## src/rtl/tagprot_pkg.sv

```systemverilog
package tagprot_pkg;
  localparam int BYTE_W  = 8;
  localparam int N_BYTES = 8;
  localparam int DATA_W  = BYTE_W * N_BYTES;

  // protection code values
  localparam logic [7:0] CODE_OTP  = 8'h0A;
  localparam logic [3:0] NIB_WP    = 4'hA;
  localparam logic [7:0] CODE_LOCK = 8'hAA;

  typedef logic [DATA_W-1:0] blk_data_t;

  // control block byte positions of the lock bytes (decoded by neighbours)
  localparam int LK_USER = 4;
  localparam int LK_AFI  = 5;
  localparam int LK_DSF  = 6;
  localparam int LK_SELF = 7;

  function automatic logic [7:0] byte_of(input blk_data_t d, input int idx);
    return d[idx*BYTE_W +: BYTE_W];
  endfunction
endpackage

```

## src/rtl/tp_page_mode.sv

```systemverilog
module tp_page_mode
  import tagprot_pkg::*;
#(
  parameter int BLK_W    = 5,
  parameter int PAGES    = 4,
  parameter int PER_PAGE = 4
) (
  input  logic [BLK_W-1:0]        blk,
  input  logic [8*PAGES-1:0]      bp_bytes,
  output logic                    in_user,
  output logic                    otp_mode,
  output logic                    prot_hit
);
  localparam int N_USER = PAGES * PER_PAGE;
  localparam int K_W    = $clog2(PER_PAGE);
  localparam int PG_W   = $clog2(PAGES);

  logic [PG_W-1:0] page;
  logic [K_W-1:0]  k;
  logic [7:0]      bp;

  always_comb begin
    page     = blk[K_W +: PG_W];
    k        = blk[K_W-1:0];
    in_user  = (int'(blk) < N_USER);
    bp       = bp_bytes[8*page +: 8];
    otp_mode = in_user && (bp == CODE_OTP);
    prot_hit = in_user && (bp[7:4] == NIB_WP) && bp[k];
  end
endmodule

```

## src/rtl/tp_ctl_check.sv

```systemverilog
module tp_ctl_check
  import tagprot_pkg::*;
#(
  parameter int N_BP = 4,
  parameter int N_LK = 4
) (
  input  blk_data_t old_ctl,
  input  blk_data_t new_ctl,
  output logic      legal
);
  logic [N_BP+N_LK-1:0] bad;

  generate
    for (genvar i = 0; i < N_BP; i++) begin : g_bp
      logic [7:0] o, v;
      assign o = old_ctl[8*i +: 8];
      assign v = new_ctl[8*i +: 8];
      // otp code frozen; protect nibble frozen, lower bits only set
      assign bad[i] = ((o == CODE_OTP) && (v != CODE_OTP)) ||
                      ((o[7:4] == NIB_WP) &&
                       ((v[7:4] != NIB_WP) || (|(o[3:0] & ~v[3:0]))));
    end
    for (genvar j = 0; j < N_LK; j++) begin : g_lk
      assign bad[N_BP+j] = (old_ctl[8*(N_BP+j) +: 8] == CODE_LOCK) &&
                           (new_ctl[8*(N_BP+j) +: 8] != CODE_LOCK);
    end
  endgenerate

  assign legal = ~|bad;
endmodule

```

## src/rtl/tp_info_merge.sv

```systemverilog
module tp_info_merge
  import tagprot_pkg::*;
(
  input  blk_data_t   new_d,
  input  blk_data_t   old_d,
  input  logic [7:0]  user_lk,
  input  logic [7:0]  afi_lk,
  input  logic [7:0]  dsf_lk,
  output blk_data_t   merged
);
  logic [N_BYTES-1:0] keep;

  always_comb begin
    keep = '0;
    for (int b = 0; b < 4; b++) keep[b] = (user_lk == CODE_LOCK);
    keep[4] = (afi_lk == CODE_LOCK);
    keep[5] = (dsf_lk == CODE_LOCK);
  end

  generate
    for (genvar b = 0; b < N_BYTES; b++) begin : g_byte
      assign merged[8*b +: 8] = keep[b] ? old_d[8*b +: 8] : new_d[8*b +: 8];
    end
  endgenerate
endmodule

```

## src/rtl/tp_cycle_ctr.sv

```systemverilog
module tp_cycle_ctr #(
  parameter int N_BLK = 18,
  parameter int BLK_W = 5,
  parameter int CNT_W = 16
) (
  input  logic             clk,
  input  logic             rst,
  input  logic [BLK_W-1:0] wr_idx,
  input  logic             inc_en,
  input  logic [BLK_W-1:0] rd_idx,
  output logic [CNT_W-1:0] cnt_w,
  output logic [CNT_W-1:0] cnt_w_next,
  output logic [CNT_W-1:0] cnt_r
);
  localparam logic [CNT_W-1:0] CNT_MAX = '1;

  logic [CNT_W-1:0] mem [N_BLK];

  assign cnt_w      = (int'(wr_idx) < N_BLK) ? mem[wr_idx] : '0;
  assign cnt_r      = (int'(rd_idx) < N_BLK) ? mem[rd_idx] : '0;
  assign cnt_w_next = (cnt_w == CNT_MAX) ? CNT_MAX : cnt_w + 1'b1;

  always_ff @(posedge clk) begin
    if (rst) begin
      for (int i = 0; i < N_BLK; i++) mem[i] <= '0;
    end else if (inc_en && (int'(wr_idx) < N_BLK)) begin
      mem[wr_idx] <= cnt_w_next;
    end
  end

  generate
    for (genvar i = 0; i < N_BLK; i++) begin : g_chk
      assert_idle_entry_R8: assert property (@(posedge clk) disable iff (rst)
        !(inc_en && wr_idx == BLK_W'(i)) |=> $stable(mem[i]));
      assert_hold_at_top_R9: assert property (@(posedge clk) disable iff (rst)
        (inc_en && wr_idx == BLK_W'(i) && mem[i] == CNT_MAX) |=> mem[i] == CNT_MAX);
      assert_step_one_R8: assert property (@(posedge clk) disable iff (rst)
        (inc_en && wr_idx == BLK_W'(i) && mem[i] != CNT_MAX) |=>
        mem[i] == $past(mem[i]) + 1'b1);
    end
  endgenerate
endmodule

```

## src/rtl/tagprot_wctl.sv

```systemverilog
module tagprot_wctl
  import tagprot_pkg::*;
#(
  parameter int BLK_W    = 5,
  parameter int CNT_W    = 16,
  parameter int PAGES    = 4,
  parameter int PER_PAGE = 4
) (
  input  logic             clk,
  input  logic             rst,
  input  logic             wr_valid,
  input  logic [BLK_W-1:0] wr_block,
  input  logic [63:0]      wr_data,
  input  logic [63:0]      wr_old,
  input  logic [63:0]      ctl_cur,
  input  logic [BLK_W-1:0] rd_block,
  output logic             out_valid,
  output logic             out_grant,
  output logic             out_err,
  output logic [BLK_W-1:0] out_block,
  output logic [63:0]      out_data,
  output logic [CNT_W-1:0] out_count,
  output logic             rd_locked,
  output logic             rd_eprom,
  output logic [CNT_W-1:0] rd_count
);
  localparam int N_USER   = PAGES * PER_PAGE;
  localparam int BLK_INFO = N_USER;
  localparam int BLK_CTL  = N_USER + 1;
  localparam int N_BLK    = N_USER + 2;

  // write side decode
  logic w_user, w_otp, w_prot;
  tp_page_mode #(.BLK_W(BLK_W), .PAGES(PAGES), .PER_PAGE(PER_PAGE)) u_wmode (
    .blk(wr_block), .bp_bytes(ctl_cur[8*PAGES-1:0]),
    .in_user(w_user), .otp_mode(w_otp), .prot_hit(w_prot));

  logic ctl_legal;
  tp_ctl_check #(.N_BP(4), .N_LK(4)) u_ctl (
    .old_ctl(ctl_cur), .new_ctl(wr_data), .legal(ctl_legal));

  blk_data_t info_merged;
  tp_info_merge u_info (
    .new_d(wr_data), .old_d(wr_old),
    .user_lk(byte_of(ctl_cur, LK_USER)), .afi_lk(byte_of(ctl_cur, LK_AFI)),
    .dsf_lk(byte_of(ctl_cur, LK_DSF)), .merged(info_merged));

  logic             ok;
  blk_data_t        store;
  logic [CNT_W-1:0] cnt_w, cnt_w_next, cnt_r;

  always_comb begin
    ok    = 1'b0;
    store = wr_data;
    if (w_user) begin
      ok    = !w_prot;
      store = w_otp ? (wr_old & wr_data) : wr_data;
    end else if (int'(wr_block) == BLK_INFO) begin
      ok    = 1'b1;
      store = info_merged;
    end else if (int'(wr_block) == BLK_CTL) begin
      ok    = ctl_legal;
    end
  end

  tp_cycle_ctr #(.N_BLK(N_BLK), .BLK_W(BLK_W), .CNT_W(CNT_W)) u_cnt (
    .clk(clk), .rst(rst), .wr_idx(wr_block), .inc_en(wr_valid && ok),
    .rd_idx(rd_block), .cnt_w(cnt_w), .cnt_w_next(cnt_w_next), .cnt_r(cnt_r));

  always_ff @(posedge clk) begin
    if (rst) begin
      out_valid <= 1'b0;
      out_grant <= 1'b0;
      out_err   <= 1'b0;
      out_block <= '0;
      out_data  <= '0;
      out_count <= '0;
    end else begin
      out_valid <= wr_valid;
      out_grant <= wr_valid && ok;
      out_err   <= wr_valid && !ok;
      if (wr_valid) begin
        out_block <= wr_block;
        out_data  <= store;
        out_count <= ok ? cnt_w_next : cnt_w;
      end
    end
  end

  // read side status
  logic r_user, r_otp, r_prot;
  tp_page_mode #(.BLK_W(BLK_W), .PAGES(PAGES), .PER_PAGE(PER_PAGE)) u_rmode (
    .blk(rd_block), .bp_bytes(ctl_cur[8*PAGES-1:0]),
    .in_user(r_user), .otp_mode(r_otp), .prot_hit(r_prot));

  logic r_lock_c;
  always_comb begin
    if (r_user)
      r_lock_c = r_prot;
    else if (int'(rd_block) == BLK_INFO)
      r_lock_c = (byte_of(ctl_cur, LK_USER) == CODE_LOCK) &&
                 (byte_of(ctl_cur, LK_AFI) == CODE_LOCK) &&
                 (byte_of(ctl_cur, LK_DSF) == CODE_LOCK);
    else if (int'(rd_block) == BLK_CTL)
      r_lock_c = (byte_of(ctl_cur, LK_SELF) == CODE_LOCK);
    else
      r_lock_c = 1'b0;
  end

  always_ff @(posedge clk) begin
    if (rst) begin
      rd_locked <= 1'b0;
      rd_eprom  <= 1'b0;
      rd_count  <= '0;
    end else begin
      rd_locked <= r_lock_c;
      rd_eprom  <= r_otp;
      rd_count  <= cnt_r;
    end
  end

  // checks on the result stage
  assert_one_outcome_R10: assert property (@(posedge clk) disable iff (rst)
    out_valid |-> $onehot({out_grant, out_err}));
  assert_quiet_idle_R10: assert property (@(posedge clk) disable iff (rst)
    !out_valid |-> !(out_grant || out_err));
  assert_oob_deny_R1: assert property (@(posedge clk) disable iff (rst)
    (wr_valid && int'(wr_block) >= N_BLK) |=> out_err);
  assert_otp_clear_R3: assert property (@(posedge clk) disable iff (rst)
    (wr_valid && int'(wr_block) < N_USER &&
     ctl_cur[8*wr_block[3:2] +: 8] == CODE_OTP) |=>
    (out_grant && ((out_data & ~$past(wr_old)) == '0)));
  assert_lock_fixed_R7: assert property (@(posedge clk) disable iff (rst)
    (wr_valid && int'(wr_block) == BLK_CTL && ctl_cur[63:56] == CODE_LOCK &&
     wr_data[63:56] != CODE_LOCK) |=> out_err);
  assert_err_pulse_R8: assert property (@(posedge clk) disable iff (rst)
    out_err |-> $past(wr_valid));
  assert_no_wrap_R9: assert property (@(posedge clk) disable iff (rst)
    out_grant |-> out_count != '0);
endmodule

```

## config.mk

```make
export PLATFORM = sky130hd
export DESIGN_NAME = tagprot_wctl
export DESIGN_NICKNAME = d
export VERILOG_FILES = /design/src/rtl/tagprot_pkg.sv /design/src/rtl/tp_page_mode.sv /design/src/rtl/tp_ctl_check.sv /design/src/rtl/tp_info_merge.sv /design/src/rtl/tp_cycle_ctr.sv /design/src/rtl/tagprot_wctl.sv
export SDC_FILE = /design/constraint.sdc
export NUM_CORES = 1
export LEC_CHECK = 0
export BUFFER_PORTS_ARGS = -buffer_cell sky130_fd_sc_hd__buf_2
export CAP_MARGIN = 20
export CORE_ASPECT_RATIO = 0.7
export CORE_UTILIZATION = 61
export CTS_BUF_LIST = sky130_fd_sc_hd__clkbuf_4 sky130_fd_sc_hd__clkbuf_8
export DETAILED_ROUTE_END_ITERATION = 12
export HOLD_SLACK_MARGIN = 0.15
export PLACE_DENSITY = 0.79
export SKIP_LAST_GASP = 1
export SYNTH_ARGS = -nofsm -noshare
export SYNTH_HDL_FRONTEND = slang
export SYNTH_SLANG_ARGS = --single-unit
export TNS_END_PERCENT = 10
```

## constraint.sdc

```tcl
create_clock -name clk -period 5.87 [get_ports clk]
set_clock_uncertainty 0.2 [all_clocks]
set_input_delay 0.2935 -clock clk [delete_from_list [all_inputs] [get_ports clk]]
set_output_delay 0.2935 -clock clk [all_outputs]
set_load 0.03 [all_outputs]
```

# Word level (Yosys, flattened, before mapping)
# Memories as Yosys holds them, arrays and structs flattened. A register that Yosys moved wholly into a read port is not among the register bits.
# Index checks and enable logic that the tools add are counted.
# Widths: inputs -> output; s select.
[word_totals]
regBits = 90
ramBits = 288
input_bits = 205
out_inout_bits = 106
mem_count = 1
[classes]
addsub = 1
magnitude_cmp = 6
eq_ne = 33
shifts = 2
muxes = 30
bitwise_logic = 10
n_reduce_logical = 41
[memory_table]
columns = ["memory", "words", "width", "rd", "rd_clocked_by_memory_dff", "wr", "line_no", "text"]
rows = [
  ["u_cnt.mem", 18, 16, 2, 1, 18, "tp_cycle_ctr.sv:17", "logic [CNT_W-1:0] mem [N_BLK];"],
]
[ops]
columns = ["op", "count"]
rows = [
  ["$mux 64", 2],
  ["$and 64x64->64", 1],
  ["$mux 16", 4],
  ["$shiftx 32x6->8", 2],
  ["$eq 8x4->1 const B", 6],
  ["$mux 48", 1],
  ["$mux 8", 6],
  ["$eq 8x8->1 const B", 4],
  ["$ne 8x4->1 const B", 4],
  ["$ne 8x8->1 const B", 4],
  ["$eq 4x4->1 const B", 6],
  ["$logic_and 1x1->1", 23],
  ["$eq 5x5->1 const B", 4],
  ["$lt 5x5->1 const B", 4],
  ["$add 16x1->16 const B", 1],
  ["$and 4x4->4", 4],
  ["$eq 16x16->1 const B", 1],
  ["$ne 4x4->1 const B", 4],
  ["$not 4->4", 4],
  ["$reduce_or 16->1", 1],
  ["$reduce_or 4->1", 4],
  ["$mux 1", 14],
  ["$logic_or 1x1->1", 8],
  ["$lt 2x4->1 const B", 2],
  ["6 further kinds", 9],
]

# Longest topological paths before layout
[depth]
depth_word = 18
mapped_depth = 17
mapped_depth_nobuf = 11

# Modules after synthesis
# A second synthesis with hierarchy kept.
[hier_totals]
cells_unflattened = 1982
area_unflattened_um2 = 24432.2
[by_module_without_submodules]
columns = ["module", "instances", "cells_per_inst", "area_per_inst_um2"]
rows = [
  ["tp_cycle_ctr", 1, 1237, 17065.1],
  ["tagprot_wctl", 1, 530, 5322.6],
  ["tp_info_merge", 1, 76, 927.1],
  ["tp_ctl_check", 1, 89, 581.8],
  ["tp_page_mode", 2, 25, 267.8],
]

# Worst setup path after synthesis
# OpenSTA, ideal clock, no wires.
[synth_path]
kind = "input -> register"
startpoint = "input wr_block[0]"
endpoint = "memory u_cnt.mem[17][11] (data pin)"
setup_time_ps = 272
t_arrival_ps = 3889
slack_ps = 1509
path_stages = 17
path_buffers = 7
path_cell_list = "buf_4 buf_4 buf_4 buf_4 buf_2 mux2i_1 nor2_1 a31oi_1 nand2_1 ha_1 a21boi_0 nand4_2 or2_2 o211a_1 clkbuf_1 buf_1 nor2_1"
[synth_lines]
columns = ["element", "line_no", "text"]
rows = [
  ["from (decl)", "tagprot_wctl.sv:12", "input logic [BLK_W-1:0] wr_block,"],
  ["to (decl)", "tp_cycle_ctr.sv:17", ""],
]

# Final worst setup path
[layout_path]
startpoint = "input wr_block[3]"
endpoint = "register out_data[34]"
[layout_between]
elab_chain_cells = 5
[layout_rtl]
columns = ["element", "line_no", "text"]
rows = [
  ["$shiftx 32x6->8", "tp_page_mode.sv:26", "bp = bp_bytes[8*page +: 8];"],
  ["$eq 8x4->1", "tp_page_mode.sv:27", "otp_mode = in_user && (bp == CODE_OTP);"],
  ["$logic_and 1x1->1", "tp_page_mode.sv:27", ""],
  ["$mux 64", "tagprot_wctl.sv:57", "store = w_otp ? (wr_old & wr_data) : wr_data;"],
  ["$mux 64 (*)", "tagprot_wctl.sv:55", "if (w_user) begin"],
  ["to (signal assigned)", "tagprot_wctl.sv:84", "out_data <= store;"],
  ["to (decl)", "tagprot_wctl.sv:21", "output logic [63:0] out_data,"],
]
# Every way passes the cells marked *; elsewhere a longest branch is shown, timed or not.
# A chain may end at the register's enable or synchronous reset.

==> metrics.txt <==
Num Clock Sinks=just over 600; most numerous cell on the critical path=sky130_fd_sc_hd__dlygate4sd3_1; via count of the first global-routing pass=roughly 24000; Stages on worst setup path=13; starting density of the core=0.6230; power density over cell area=between 200 and 300 mW/mm^2; startpoint of the worst-slack reg-to-reg timing path=u_cnt.mem[16][0]; count of buffer and inverter cells on the critical path=5; number of nets with antenna violations after routing=0; CP Capture Point=out_data[34]; row count=67; number of slew-limit violations in the final report=0; sort of element at the start of the critical path=primary input; final-report hold violation count=0; met2 Usage GRT=0.5529; width of the die=around 270 um; terminus of the critical flop-to-flop path=u_cnt.mem[28][0]; number of cells in the finished layout apart from fillers=roughly 3700; unrepaired setup endpoints after global routing=no; transition time at the pin with the least slew margin=1.183 ns; max_cap viols=0; required time at the endpoint of the critical path=roughly 6.2 ns; fraction of final layout cells with drive strength greater than 1=0.2725; total global routing track utilization=0.3890; Clock H-tree levels=3; flip-flop cell with the highest count after synthesis=sky130_fd_sc_hd__edfxtp_1; clock transition at the register clock pins on the worst setup and hold paths after CTS=approximately 0.080 ns; clock root cell=sky130_fd_sc_hd__clkbuf_8; setup violators final=0; insertion delay to the later sink of the worst-skew pair=between 0.7 and 0.8 ns; grt total ovfl=0; clock buffer count from CTS=93; post-synthesis area per instance=~14 um^2; cell depth of the worst flop-to-flop path=10; met1 capacity usage during global routing=0.5263; worst min path class=reg -> reg; sequential share of the synthesized area=0.5816; P_leak=between 10 and 15 nW; cts repair resizes=0; maximum number of pins on one net before global-route repair=68; number of top-level pins=between 300 and 400; Yosys warning count=0; input/output buffers=310; initial antenna violation count=5; Setup Total Neg Slack=0 ns; worst vdd ir=approximately 230 uV; outcome=complete, no violations; kind of critical path=in -> reg; met3 Use GR=0.1580; Final Critical Period=between 5 and 6 ns; count of placed standard cells including taps=roughly 3300; wire length of the first global-routing pass=143.3 mm; Post-route DRC=0; TritonCTS clock tree=yes; Layout area overhead=24.03%; reg-to-reg slack, setup=1.58 ns; Max Clock Freq=around 200 MHz; critical path cell sequence=dlygate4sd3_1 -> buf_2 -> nor2b_1 -> nor3_1 -> a2111oi_0 -> nand4_1 -> buf_4 -> o21ai_0 -> dlygate4sd3_1 -> a21oi_1 -> dlygate4sd3_1 -> mux2i_1 -> nor2_1; wire per inst=26.48 um; clock buffer depth=3; register bit total from synthesis=a little over 600; number of flops mapped to enable cells by yosys=512; worst-path fanout max=45; CP peak stage delay=0.80 ns; Final GP Congestion=0.9884; timing startpoint of the critical path=wr_block[3]; family with the most delay on the worst path=buffers and inverters; share of async-settable or async-resettable flops after synthesis=0; Critical Path End Type=register; die area=about 0.05 mm^2; post-layout net count=around 3100; crit path DAT=around 5.4 ns; synthesized cell area=0.03008 mm^2; Detailed Route Iter0 Violations=3862; layer with the highest usage after global routing=met2; post-synthesis instance total=approximately 2200; Max stage delay cell, worst path=sky130_fd_sc_hd__nand4_1; routed via count=around 24000; detailed placement HPWL=60.64 mm; Filler cells=approximately 2900; final cycle utilization of the critical path=0.8583; unique cell type count in the Yosys netlist=between 60 and 70; Vias/cell=between 6 and 7; height of the die=about 190 um; slew margin rel.=0.2113; Core ar.=between 0.04 and 0.05 mm^2; total routed wirelength=96.66 mm; number of iterations in the first detailed-routing pass=7
state kept, by name, summed over array words and instances, names as in the netlist:
register   count
out_grant      1
out_err        1
out_block      5
rd_count      16
rd_locked      1
out_data      64
out_count     16
out_valid      1
u_cnt.mem    512
rd_eprom       1
logic make-up (layout without fill, tap and decap cells):
group,count (synthesis),in the layout,share of synthesized area
buf+inv,198,805,0.02828
mux,440,440,0.2348
fa+ha+maj,1,1,0.0004159
simple gates,639,639,0.09829
compound gates,257,257,0.05445
flops,618,618,0.5816
xor+xnor,7,7,0.002038
other cells,1,228,0.0001247
cells in the mapped netlist, types with 4 or more instances:
cell type | number | area, um^2
sky130_fd_sc_hd__edfxtp_1 | 512 | 15370
sky130_fd_sc_hd__nand4_1 | 20 | 125.1
sky130_fd_sc_hd__mux2_2 | 14 | 157.7
sky130_fd_sc_hd__o21ai_0 | 59 | 295.3
sky130_fd_sc_hd__o211ai_1 | 24 | 180.2
sky130_fd_sc_hd__o21ai_1 | 9 | 45.04
sky130_fd_sc_hd__a22oi_1 | 43 | 322.8
sky130_fd_sc_hd__mux4_2 | 211 | 4752
sky130_fd_sc_hd__dfxtp_1 | 106 | 2122
sky130_fd_sc_hd__mux2i_1 | 215 | 2152
sky130_fd_sc_hd__clkbuf_1 | 98 | 367.9
sky130_fd_sc_hd__nor4bb_1 | 18 | 180.2
sky130_fd_sc_hd__nor2_2 | 10 | 62.56
sky130_fd_sc_hd__nor2b_1 | 24 | 150.1
sky130_fd_sc_hd__buf_6 | 4 | 45.04
sky130_fd_sc_hd__nor4_1 | 8 | 50.05
sky130_fd_sc_hd__nor2_1 | 338 | 1269
sky130_fd_sc_hd__buf_2 | 29 | 145.1
sky130_fd_sc_hd__nand3_1 | 27 | 135.1
sky130_fd_sc_hd__o22ai_1 | 4 | 25.02
sky130_fd_sc_hd__nand2_1 | 91 | 341.6
sky130_fd_sc_hd__a221o_1 | 4 | 40.04
sky130_fd_sc_hd__a21oi_1 | 60 | 300.3
sky130_fd_sc_hd__inv_1 | 29 | 108.9
sky130_fd_sc_hd__a31oi_1 | 16 | 100.1
sky130_fd_sc_hd__nor3_1 | 52 | 260.3
sky130_fd_sc_hd__buf_1 | 24 | 90.09
sky130_fd_sc_hd__a2111oi_0 | 5 | 43.79
sky130_fd_sc_hd__buf_4 | 11 | 82.58
sky130_fd_sc_hd__xnor2_1 | 7 | 61.31
sky130_fd_sc_hd__and2_1 | 6 | 37.54
sky130_fd_sc_hd__nor4b_1 | 5 | 43.79
sky130_fd_sc_hd__a21o_1 | 4 | 30.03
sky130_fd_sc_hd__nand2b_1 | 22 | 137.6
worst min path at each step:
stage                       startpoint      endpoint  slack (ns)  depth (start not counted)
after floorplan            wr_data[53]  out_data[53]        0.25                          2
after detailed placement  out_data[59]  out_data[59]        0.23                          2
after global routing      out_data[20]  out_data[20]        0.32                          2
final                     out_count[6]  out_count[6]        0.29                          2
after CTS                 out_count[6]  out_count[6]        0.28                          2
after global placement    out_data[57]  out_data[57]        0.22                          2
layout by cell type (no fill, tap or decap), types with 24 or more instances in the layout:
cell and n:
sky130_fd_sc_hd__buf_2 304, sky130_fd_sc_hd__mux4_2 211, sky130_fd_sc_hd__clkbuf_4 39, sky130_fd_sc_hd__buf_4 88, sky130_fd_sc_hd__nor3_1 51, sky130_fd_sc_hd__o211ai_1 24, sky130_fd_sc_hd__inv_1 29, sky130_fd_sc_hd__clkbuf_8 112
sky130_fd_sc_hd__dlygate4sd3_1 202, sky130_fd_sc_hd__edfxtp_1 512, sky130_fd_sc_hd__conb_1 224, sky130_fd_sc_hd__o21ai_0 59, sky130_fd_sc_hd__a22oi_1 43, sky130_fd_sc_hd__nand3_1 27, sky130_fd_sc_hd__nand2_1 91, sky130_fd_sc_hd__nor2_1 336
sky130_fd_sc_hd__a21oi_1 60, sky130_fd_sc_hd__dfxtp_1 106, sky130_fd_sc_hd__mux2i_1 215
worst min-delay path, delay by kind of cell, from the launching register on:
kind / cells / cell delay, ns
DFF: 1 / 0.31
and+or+nand+nor: 2 / 0.13
metal layers:
layer,part of all wire,vias up
met2,0.43,2124
met4,0.053,0
met5,0,-
met3,0.16,443
met1,0.35,11540
li1,-,9686
cell type report:
cell class                      count  area (um^2)  area share
Antenna cell                        4        10.01   0.0002683
Clock buffer                      150         1821     0.04879
Clock inverter                     25        201.4    0.005399
Inverter                           32        120.1    0.003219
Multi-Input combinational cell   1568        12590      0.3374
Sequential cell                   618        17500      0.4689
Tap cell                          655        819.5     0.02197
Timing Repair Buffer              598         4255      0.1141
through the flow:
| step | hold slack (ns) | util | area [um^2] | setup slack (ns) | total power [W] |
|---|---|---|---|---|---|
| 3_3_place_gp | 0.2196 | 0.6884 | 33240 | 0.9547 | 0.006243 |
| 5_1_grt | 0.3186 | 0.7726 | 37310 | 0.6384 | 0.01045 |
| 4_1_cts | 0.2844 | 0.7722 | 37290 | 1.136 | 0.01012 |
| 2_1_floorplan | 0.2458 | - | 30920 | 1.509 | 0.005843 |
| 6_report | 0.2867 | 0.7727 | 37310 | 0.8319 | 0.01019 |
| 3_5_place_dp | 0.2265 | 0.6884 | 33240 | 0.7123 | 0.006277 |
power by group:
| group | total, W | switching, W | internal (W) | leakage (nW) |
|---|---|---|---|---|
| sequential | 0.00504 | 0.0000995 | 0.00494 | 6.15 |
| combinational | 0.00133 | 0.000771 | 0.000560 | 7.38 |
| clock | 0.00382 | 0.00175 | 0.00206 | 1.08 |
| total | 0.0102 | 0.00262 | 0.00756 | 14.6 |
timing repair:
| action | 4_1_cts | 5_1_grt |
|---|---|---|
| buffers inserted | 0 | 0 |
| hold buffers | 202 | 0 |
| endpoints found under the setup margin | 0 | 0 |
| hold endpoints to repair | 81 | 0 |
Note: power is estimated with default switching activity, not from simulation.
